===== src/rtl/coal_pkg.sv =====
package coal_pkg;
    parameter int LANES      = 32;
    parameter int ADDR_W     = 32;
    parameter int LINE_BYTES = 128;
    localparam int OFFSET_W  = $clog2(LINE_BYTES);
    localparam int LINE_W    = ADDR_W - OFFSET_W;
    localparam int IDX_W     = $clog2(LANES);
endpackage


===== src/rtl/coal_leader_pick.sv =====
module coal_leader_pick #(
    parameter int LANES = 32,
    parameter int IDX_W = $clog2(LANES)
) (
    input  logic [LANES-1:0] pending,
    output logic [IDX_W-1:0] leader_idx,
    output logic             any_pending
);
    always_comb begin
        leader_idx  = '0;
        any_pending = |pending;
        for (int i = LANES - 1; i >= 0; i--) begin
            if (pending[i]) leader_idx = IDX_W'(i);
        end
    end
endmodule


===== src/rtl/coal_line_match.sv =====
module coal_line_match #(
    parameter int LANES  = 32,
    parameter int LINE_W = 25
) (
    input  logic [LANES-1:0][LINE_W-1:0] lines,
    input  logic [LANES-1:0]             pending,
    input  logic [LINE_W-1:0]            key_line,
    output logic [LANES-1:0]             hit
);
    for (genvar g = 0; g < LANES; g++) begin : g_cmp
        assign hit[g] = pending[g] && (lines[g] == key_line);
    end
endmodule


===== src/rtl/warp_coalescer.sv =====
module warp_coalescer
    import coal_pkg::*;
#(
    parameter int P_LANES      = LANES,
    parameter int P_ADDR_W     = ADDR_W,
    parameter int P_LINE_BYTES = LINE_BYTES
) (
    input  logic                          clk,
    input  logic                          rst_n,
    input  logic                          req_valid,
    output logic                          req_ready,
    input  logic [P_LANES*P_ADDR_W-1:0]   req_addr,
    input  logic [P_LANES-1:0]            req_mask,
    output logic                          txn_valid,
    input  logic                          txn_ready,
    output logic [P_ADDR_W-$clog2(P_LINE_BYTES)-1:0] txn_line,
    output logic [P_LANES-1:0]            txn_lanes
);
    localparam int OFS_W = $clog2(P_LINE_BYTES);
    localparam int LN_W  = P_ADDR_W - OFS_W;
    localparam int IX_W  = $clog2(P_LANES);

    typedef struct packed {
        logic                          busy;
        logic [P_LANES-1:0]            pending;
        logic [P_LANES-1:0][LN_W-1:0]  lines;
    } state_t;

    state_t st_d, st_q;

    // split the flat address bus into per-lane line numbers
    logic [P_LANES-1:0][LN_W-1:0]  in_lines;
    logic [P_LANES-1:0][OFS_W-1:0] offs_unused;
    for (genvar g = 0; g < P_LANES; g++) begin : g_split
        assign in_lines[g]    = req_addr[g*P_ADDR_W+OFS_W +: LN_W];
        assign offs_unused[g] = req_addr[g*P_ADDR_W +: OFS_W];
    end
    logic sink_unused;
    assign sink_unused = ^offs_unused;

    logic [IX_W-1:0] leader_idx;
    logic            any_pending;
    logic [LN_W-1:0] leader_line;
    logic [P_LANES-1:0] group;

    coal_leader_pick #(.LANES(P_LANES), .IDX_W(IX_W)) pick_i (
        .pending     (st_q.pending),
        .leader_idx  (leader_idx),
        .any_pending (any_pending)
    );

    assign leader_line = st_q.lines[leader_idx];

    coal_line_match #(.LANES(P_LANES), .LINE_W(LN_W)) match_i (
        .lines    (st_q.lines),
        .pending  (st_q.pending),
        .key_line (leader_line),
        .hit      (group)
    );

    assign req_ready = !st_q.busy;
    assign txn_valid = st_q.busy && any_pending;
    assign txn_line  = leader_line;
    assign txn_lanes = group;

    always_comb begin
        logic [P_LANES-1:0] left;
        st_d = st_q;
        left = st_q.pending & ~group;
        if (req_valid && !st_q.busy) begin
            st_d.lines   = in_lines;
            st_d.pending = req_mask;
            st_d.busy    = |req_mask;
        end else if (txn_valid && txn_ready) begin
            st_d.pending = left;
            st_d.busy    = |left;
        end
    end

    always_ff @(posedge clk) begin
        if (!rst_n) st_q <= '0;
        else        st_q <= st_d;
    end
endmodule


===== config.mk =====
export PLATFORM = sky130hd
export DESIGN_NAME = warp_coalescer
export DESIGN_NICKNAME = d
export VERILOG_FILES = /design/src/rtl/coal_pkg.sv /design/src/rtl/coal_leader_pick.sv /design/src/rtl/coal_line_match.sv /design/src/rtl/warp_coalescer.sv
export SDC_FILE = /design/constraint.sdc
export NUM_CORES = 2
export LEC_CHECK = 0
export BUFFER_PORTS_ARGS = -buffer_cell sky130_fd_sc_hd__buf_2
export CAP_MARGIN = 0
export CELL_PAD_IN_SITES_DETAIL_PLACEMENT = 1
export CELL_PAD_IN_SITES_GLOBAL_PLACEMENT = 2
export CORE_AREA = 3 3 439 441
export CTS_CLUSTER_SIZE = 40
export DETAILED_ROUTE_END_ITERATION = 16
export DIE_AREA = 0 0 442 444
export PLACE_DENSITY = 0.75
export SLEW_MARGIN = 10
export SYNTH_ARGS = -nofsm -noshare
export SYNTH_HDL_FRONTEND = slang
export SYNTH_SLANG_ARGS = --single-unit

===== constraint.sdc =====
create_clock -name clk -period 16.2 [get_ports clk]
set_clock_uncertainty 0.05 [all_clocks]
set_input_delay 2.43 -clock clk [delete_from_list [all_inputs] [get_ports clk]]
set_output_delay 2.43 -clock clk [all_outputs]
set_load 0.03 [all_outputs]

### Word-level counts from Yosys, hierarchy flattened

Index checks and enable logic that the tools add are counted.

* equality and inequality tests: 32
* reduce and logical (&&, ||, !) cells: 40
* bitwise operators: 2
* magnitude comparators: 1
* multiplexer cells: 36

Operators with widths (number)
* $eq 25x25->1: 32
* $mux 5: 32
* $bmux 25 s5: 1
* $reduce_or 32->1: 3
* $mux 33: 2
* $logic_and 1x1->1: 35
* $and 32x32->32: 1
* $not 32->32: 1
* $mux 25: 1
* $lt 5x6->1 const B: 1
* $reduce_bool 2->1: 1
* $logic_not 1->1: 1

* flip-flop bits (word level): 833
* output and inout port bits: 59
* input bits: 1060

### Depth between registers and ports, before layout

* depth after elaboration: 41
* gate-level depth with buffers: 25
* mapped depth without buffers: 16

### Cells and area by module

Synthesis repeated with hierarchy kept, for this count alone.

* cell total of the unflattened synthesis: 5414
* area total of the unflattened synthesis: 45163.3 sq um

By module, submodules not included
* warp_coalescer: times used 1, cells an instance 4161, sequential area each 16676.0 sq um, area an instance 34929.8 sq um
* coal_line_match: times used 1, cells an instance 1188, sequential area each 0.0 sq um, area an instance 9848.2 sq um
* coal_leader_pick: times used 1, cells an instance 65, sequential area each 0.0 sq um, area an instance 385.4 sq um

### Worst setup path after synthesis

No wires, ideal clock.

* path type: register to output
* from: register st_q[806] in the netlist's numbering
* to: output port txn_lanes[25]
* stages on the path, launching flop included: 20
* buffers on the path: 6
* data required time: 13.720 ns
* setup slack: 8.858 ns
* arrival time: 4.862 ns
* cell sequence: dfxtp_1 -> buf_2 -> nor2_1 -> a2111oi_0 -> and2_1 -> a211o_1 -> buf_2 -> buf_4 -> buf_4 -> buf_4 -> mux2i_1 -> o22ai_1 -> nor2_1 -> nand3_1 -> buf_2 -> xor2_1 -> nor4_1 -> nand4_1 -> or4_1 -> nor2_1

* longest elaborated chain between the ends: 11

RTL lines
* from (decl): RTL line warp_coalescer.sv:29 `state_t st_d, st_q;`
* from (signal assigned): RTL line warp_coalescer.sv:82 `else st_q <= st_d;`
* $mux 5 (7 in series): RTL line coal_leader_pick.sv:13 `if (pending[i]) leader_idx = IDX_W'(i);`
* $bmux 25 s5: RTL line warp_coalescer.sv:52 `assign leader_line = st_q.lines[leader_idx];`
* $mux 25 (not written as such): RTL line warp_coalescer.sv:52
* $eq 25x25->1: RTL line coal_line_match.sv:11 `assign hit[g] = pending[g] && (lines[g] == key_line);`
* $logic_and 1x1->1: RTL line coal_line_match.sv:11
* to (decl): RTL line warp_coalescer.sv:17 `output logic [P_LANES-1:0] txn_lanes`

Every way passes these cells. The select of a mux whose other input is x is not followed.

### Worst setup path after layout

* from: register st_q[811] in the netlist's numbering
* to: output port txn_lanes[13]

* longest elaborated chain between the ends: 16

RTL lines (RTL line)
* $mux 5 (12 in series): coal_leader_pick.sv:13
* $bmux 25 s5: warp_coalescer.sv:52
* $mux 25 (not written as such): warp_coalescer.sv:52
* $eq 25x25->1: coal_line_match.sv:11
* $logic_and 1x1->1: coal_line_match.sv:11

Every way passes these cells. The select of a mux whose other input is x is not followed.

==> out/metrics.csv <==
stage;metric;value;unit
final_layout;Largest Register;st_q;
yosys;Unique masters post-synth;80;
drt;Via density;5.22;
yosys;Synthesized Nets;7137;
yosys;synth top area cells;dfxtp_1 (35%), nand2_1 (15%), a21boi_0 (13%);
yosys;Yosys top cell area share;35.0;%
power;Leak Pwr;0.0231;µW
worst_setup_path;critical path arrival;9340;ps
drt;DRT Pass-1 Iters;6;
yosys;Yosys top cell by area;dfxtp_1;
clocking;clock-pin slew on the worst setup and hold paths;50;ps
clocking;post-CTS repair timing setup buffer count;0;
timing;Final min period;11820;ps
floorplan;chip height;444;µm
global_routing;total track usage;30.0;%
yosys;fraction of registers with async set/reset;0;%
worst_setup_path;critical-path maximum fanout;33;
worst_setup_path;reg2reg start;st_q[811]$_SDFFE_PN0P_;
status;outcome;finished, final reports clean;
power;Pwr Density;162;nW/µm²
yosys;yosys synthesis warning count;0;
drt;post-route ant nets;0;
timing;final setup fails;0;
timing;RSZ-0062 raised after global routing;false;
floorplan;Core Area;190000;µm²
worst_setup_path;critical path startpoint;st_q[811]$_SDFFE_PN0P_;
global_routing;vias in the first global route;49000;
worst_setup_path;Critical Path End Type;primary output;
yosys;Seq/Total Area, Yosys;35.0;%
clocking;CTS tree;done;
floorplan;initial core utilization;25.1;%
clocking;PostCTS Resize Cnt;0;
placed_design;placed cells;9101;
floorplan;Die Wd;442;µm
floorplan;Die ar.;196000;µm²
worst_setup_path;setup slack, reg-to-reg;7110;ps
clocking;Hold-fix buffers, CTS;0;
power;Psw;4310;µW
drt;residual DRC count;0;
worst_hold_path;start point of the worst hold path;st_q[20]$_SDFFE_PN0P_;
final_layout;Largest regs;st_q x833;
worst_setup_path;Crit path largest cell delay;990;ps
flow_run;max_cap viols;0;
worst_setup_path;data required time of the worst path;13720;ps
timing;Slew @ Worst Pin;1280;ps
global_routing;largest net degree at the start of global routing;254;
global_routing;antenna violations before repair;24;
yosys;Synth Flop Type;dfxtp_1;
timing;Worst slew margin;14.3;%
placed_design;RePlAce Congestion;0.951;
worst_hold_path;Hold Path Class;register to register;
floorplan;Rows;160;
clocking;Skew-Pair Late Insertion Delay;800;ps
global_routing;first-pass GRT wire length;409;mm
timing;Final Hold Viols;0;
yosys;FF+latch count, synth;833;
yosys;average cell area after synthesis;7.84;µm²
drt;drt wl/cell;33.0;µm
worst_setup_path;Worst path slowest cell;a2111oi_0;
drt;DRT iter0 DRCs;4447;
clocking;CTS root buf;clkbuf_16;
worst_setup_path;Setup CP Type;register to primary output;
timing;Setup TNS;0;ps
drt;vias;48600;
final_layout;share of layout cells above drive strength 1;18.2;%
power;combinational share of power;46.6;%
clocking;H-tree Lvls;3;
clocking;number of buffers created by CTS;105;
final_layout;final non-filler cell total;9304;
clocking;Clock Tree Buf Depth;3;
timing;WHS;420;ps
worst_setup_path;Worst R2R Path Depth;18;
power;Clk network pwr share;26.7;%
floorplan;Ports;1119;
power;Internal;5040;µW
worst_setup_path;crit start category;register;
worst_setup_path;crit path cell chain;or2_2 > a2111oi_0 > and2_1 > a211o_4 > buf_4 > mux2i_1 > o22ai_1 > nor4_1 > nand3_2 > buf_4 > xor2_1 > nor4_1 > nand4_1 > nand4b_1 > nor2_1 > buf_2;
power;Flop pwr share;26.6;%
final_layout;Layout area overhead;21.2;%
placed_design;Post-DP HPWL;242;mm
timing;Max Fclk;84.6;MHz
placed_design;IO Port Bufs;894;
final_layout;max reg flops;833;
drt;drt total wl;307;mm
yosys;number of synthesized flops with an enable pin;0;
power;worst vdd ir;90.0;µV
timing;Max Transition Viols Final;0;
worst_hold_path;Hold Path Sink;st_q[20]$_SDFFE_PN0P_;
yosys;mapped cell area;47700;µm²
yosys;Syn Inst Count;6077;
timing;Final period util;73.0;%
global_routing;Overflow after GRT;0;
worst_setup_path;FF-to-FF End;st_q[832]$_SDFFE_PN0P_;
worst_hold_path;hold path depth;2;
power;Sw Ratio;46.1;%
clocking;TritonCTS Sinks;833;
final_layout;nets;7757;
==> cells in the mapped netlist, types with 5 or more instances <==
master	instances
a21oi_1	93
a211o_1	6
and2_1	9
clkbuf_1	298
mux2_2	9
and4_1	5
o22ai_1	76
a311oi_1	5
nor3_1	80
a21boi_0	834
nand3_2	5
or4_1	24
a31o_2	5
buf_1	30
o211a_1	6
nor4_1	109
nand3_1	105
nor2b_1	6
nand4_1	105
buf_4	27
dfxtp_1	833
nor2_1	102
and3_1	18
o2111ai_1	5
o21ai_0	13
a2111oi_0	10
xor2_1	398
a211oi_1	24
nand2_1	1921
inv_1	44
a32oi_1	13
a22oi_1	23
mux2i_1	203
buf_2	102
mux4_2	11
a221oi_1	7
buf_6	11
xnor2_1	377
o211ai_1	48
==> cell families after synthesis <==
family / share of synthesized area, %
AND/OR/NAND/NOR: 22.3
multiplexers: 5.07
AO/OA/AOI/OAI: 18.8
buffers and inverters: 4.69
flip-flops: 35.0
XOR/XNOR: 14.2
==> layout make-up <==
cell class | count | area [µm²]
clock buffers | 141 | 2950
well taps | 2511 | 3140
repair buffers | 981 | 5250
fillers | 22800 | 132000
diodes | 10 | 25.0
flip-flops and latches | 833 | 16700
multi-input cells | 4732 | 28900
clock inverters | 52 | 647
inverters | 44 | 165
==> cells in the final DEF (no fill, tap or decap), drive strengths merged, types with 6 or more instances in the layout <==
cell type / instances
buf: 981
mux4: 11
a32oi: 13
clkbuf: 141
and3: 18
clkinv: 28
o22ai: 76
and2: 10
a221oi: 7
dfxtp: 833
xor2: 398
mux2: 12
a311oi: 7
xnor2: 377
mux2i: 203
nand4: 107
nor3: 81
nor4: 115
nor2b: 6
a21oi: 95
nor2: 102
o211a: 6
o21ai: 19
diode: 10
a21boi: 834
a211oi: 24
nand2: 1922
nand3: 110
clkinvlp: 6
a2111oi: 11
inv: 50
o211ai: 48
bufinv: 12
a22oi: 23
or4: 25
a211o: 6
==> power by group through the flow <==
stage	logic (µW)	registers, µW	clock network (µW)
6_report	4360	2490	2500
3_5_place_dp	4280	2530	0
2_1_floorplan	2620	2390	0
4_1_cts	4300	2480	2550
5_1_grt	4530	2500	2630
3_3_place_gp	4230	2520	0
==> critical path: cells and delay by family, from the launching register on <==
kind / cells / cell delay, ps
and+or+nand+nor: 8 / 4020
DFF: 1 / 400
xor gates and xnor gates: 1 / 240
buffers and inverters: 3 / 1440
AOI/OAI and AO/OA: 3 / 1670
muxes: 1 / 580
==> routing by layer <==
metal / GRT usage [%] / share of wire [%]
met5: 0 / 0.036
met4: 15.5 / 5.9
met3: 5.78 / 6.4
met2: 47.5 / 45
met1: 38.6 / 43
==> stage by stage <==
stage                     cell area, µm²  setup slack, ps  power (µW)  utilization [%]
after floorplan                    47700             8860        5000                -
after global placement             54200             5470        6750             28.6
after detailed placement           54200             5440        6800             28.6
after CTS                          57800             4580        9330             30.5
after global routing               57800             4540        9650             30.5
final                              57800             4380        9350             30.5
==> worst max path at each step <==
stage                         end  slack [ps]  depth (start not counted)
detailed placement  txn_lanes[12]        5440                         16
CTS                 txn_lanes[12]        4580                         16
global placement     txn_lanes[9]        5470                         17
global route         txn_lanes[9]        4540                         16
floorplan           txn_lanes[25]        8860                         19
finish              txn_lanes[13]        4380                         16
Note: power is estimated with default switching activity, not from simulation.
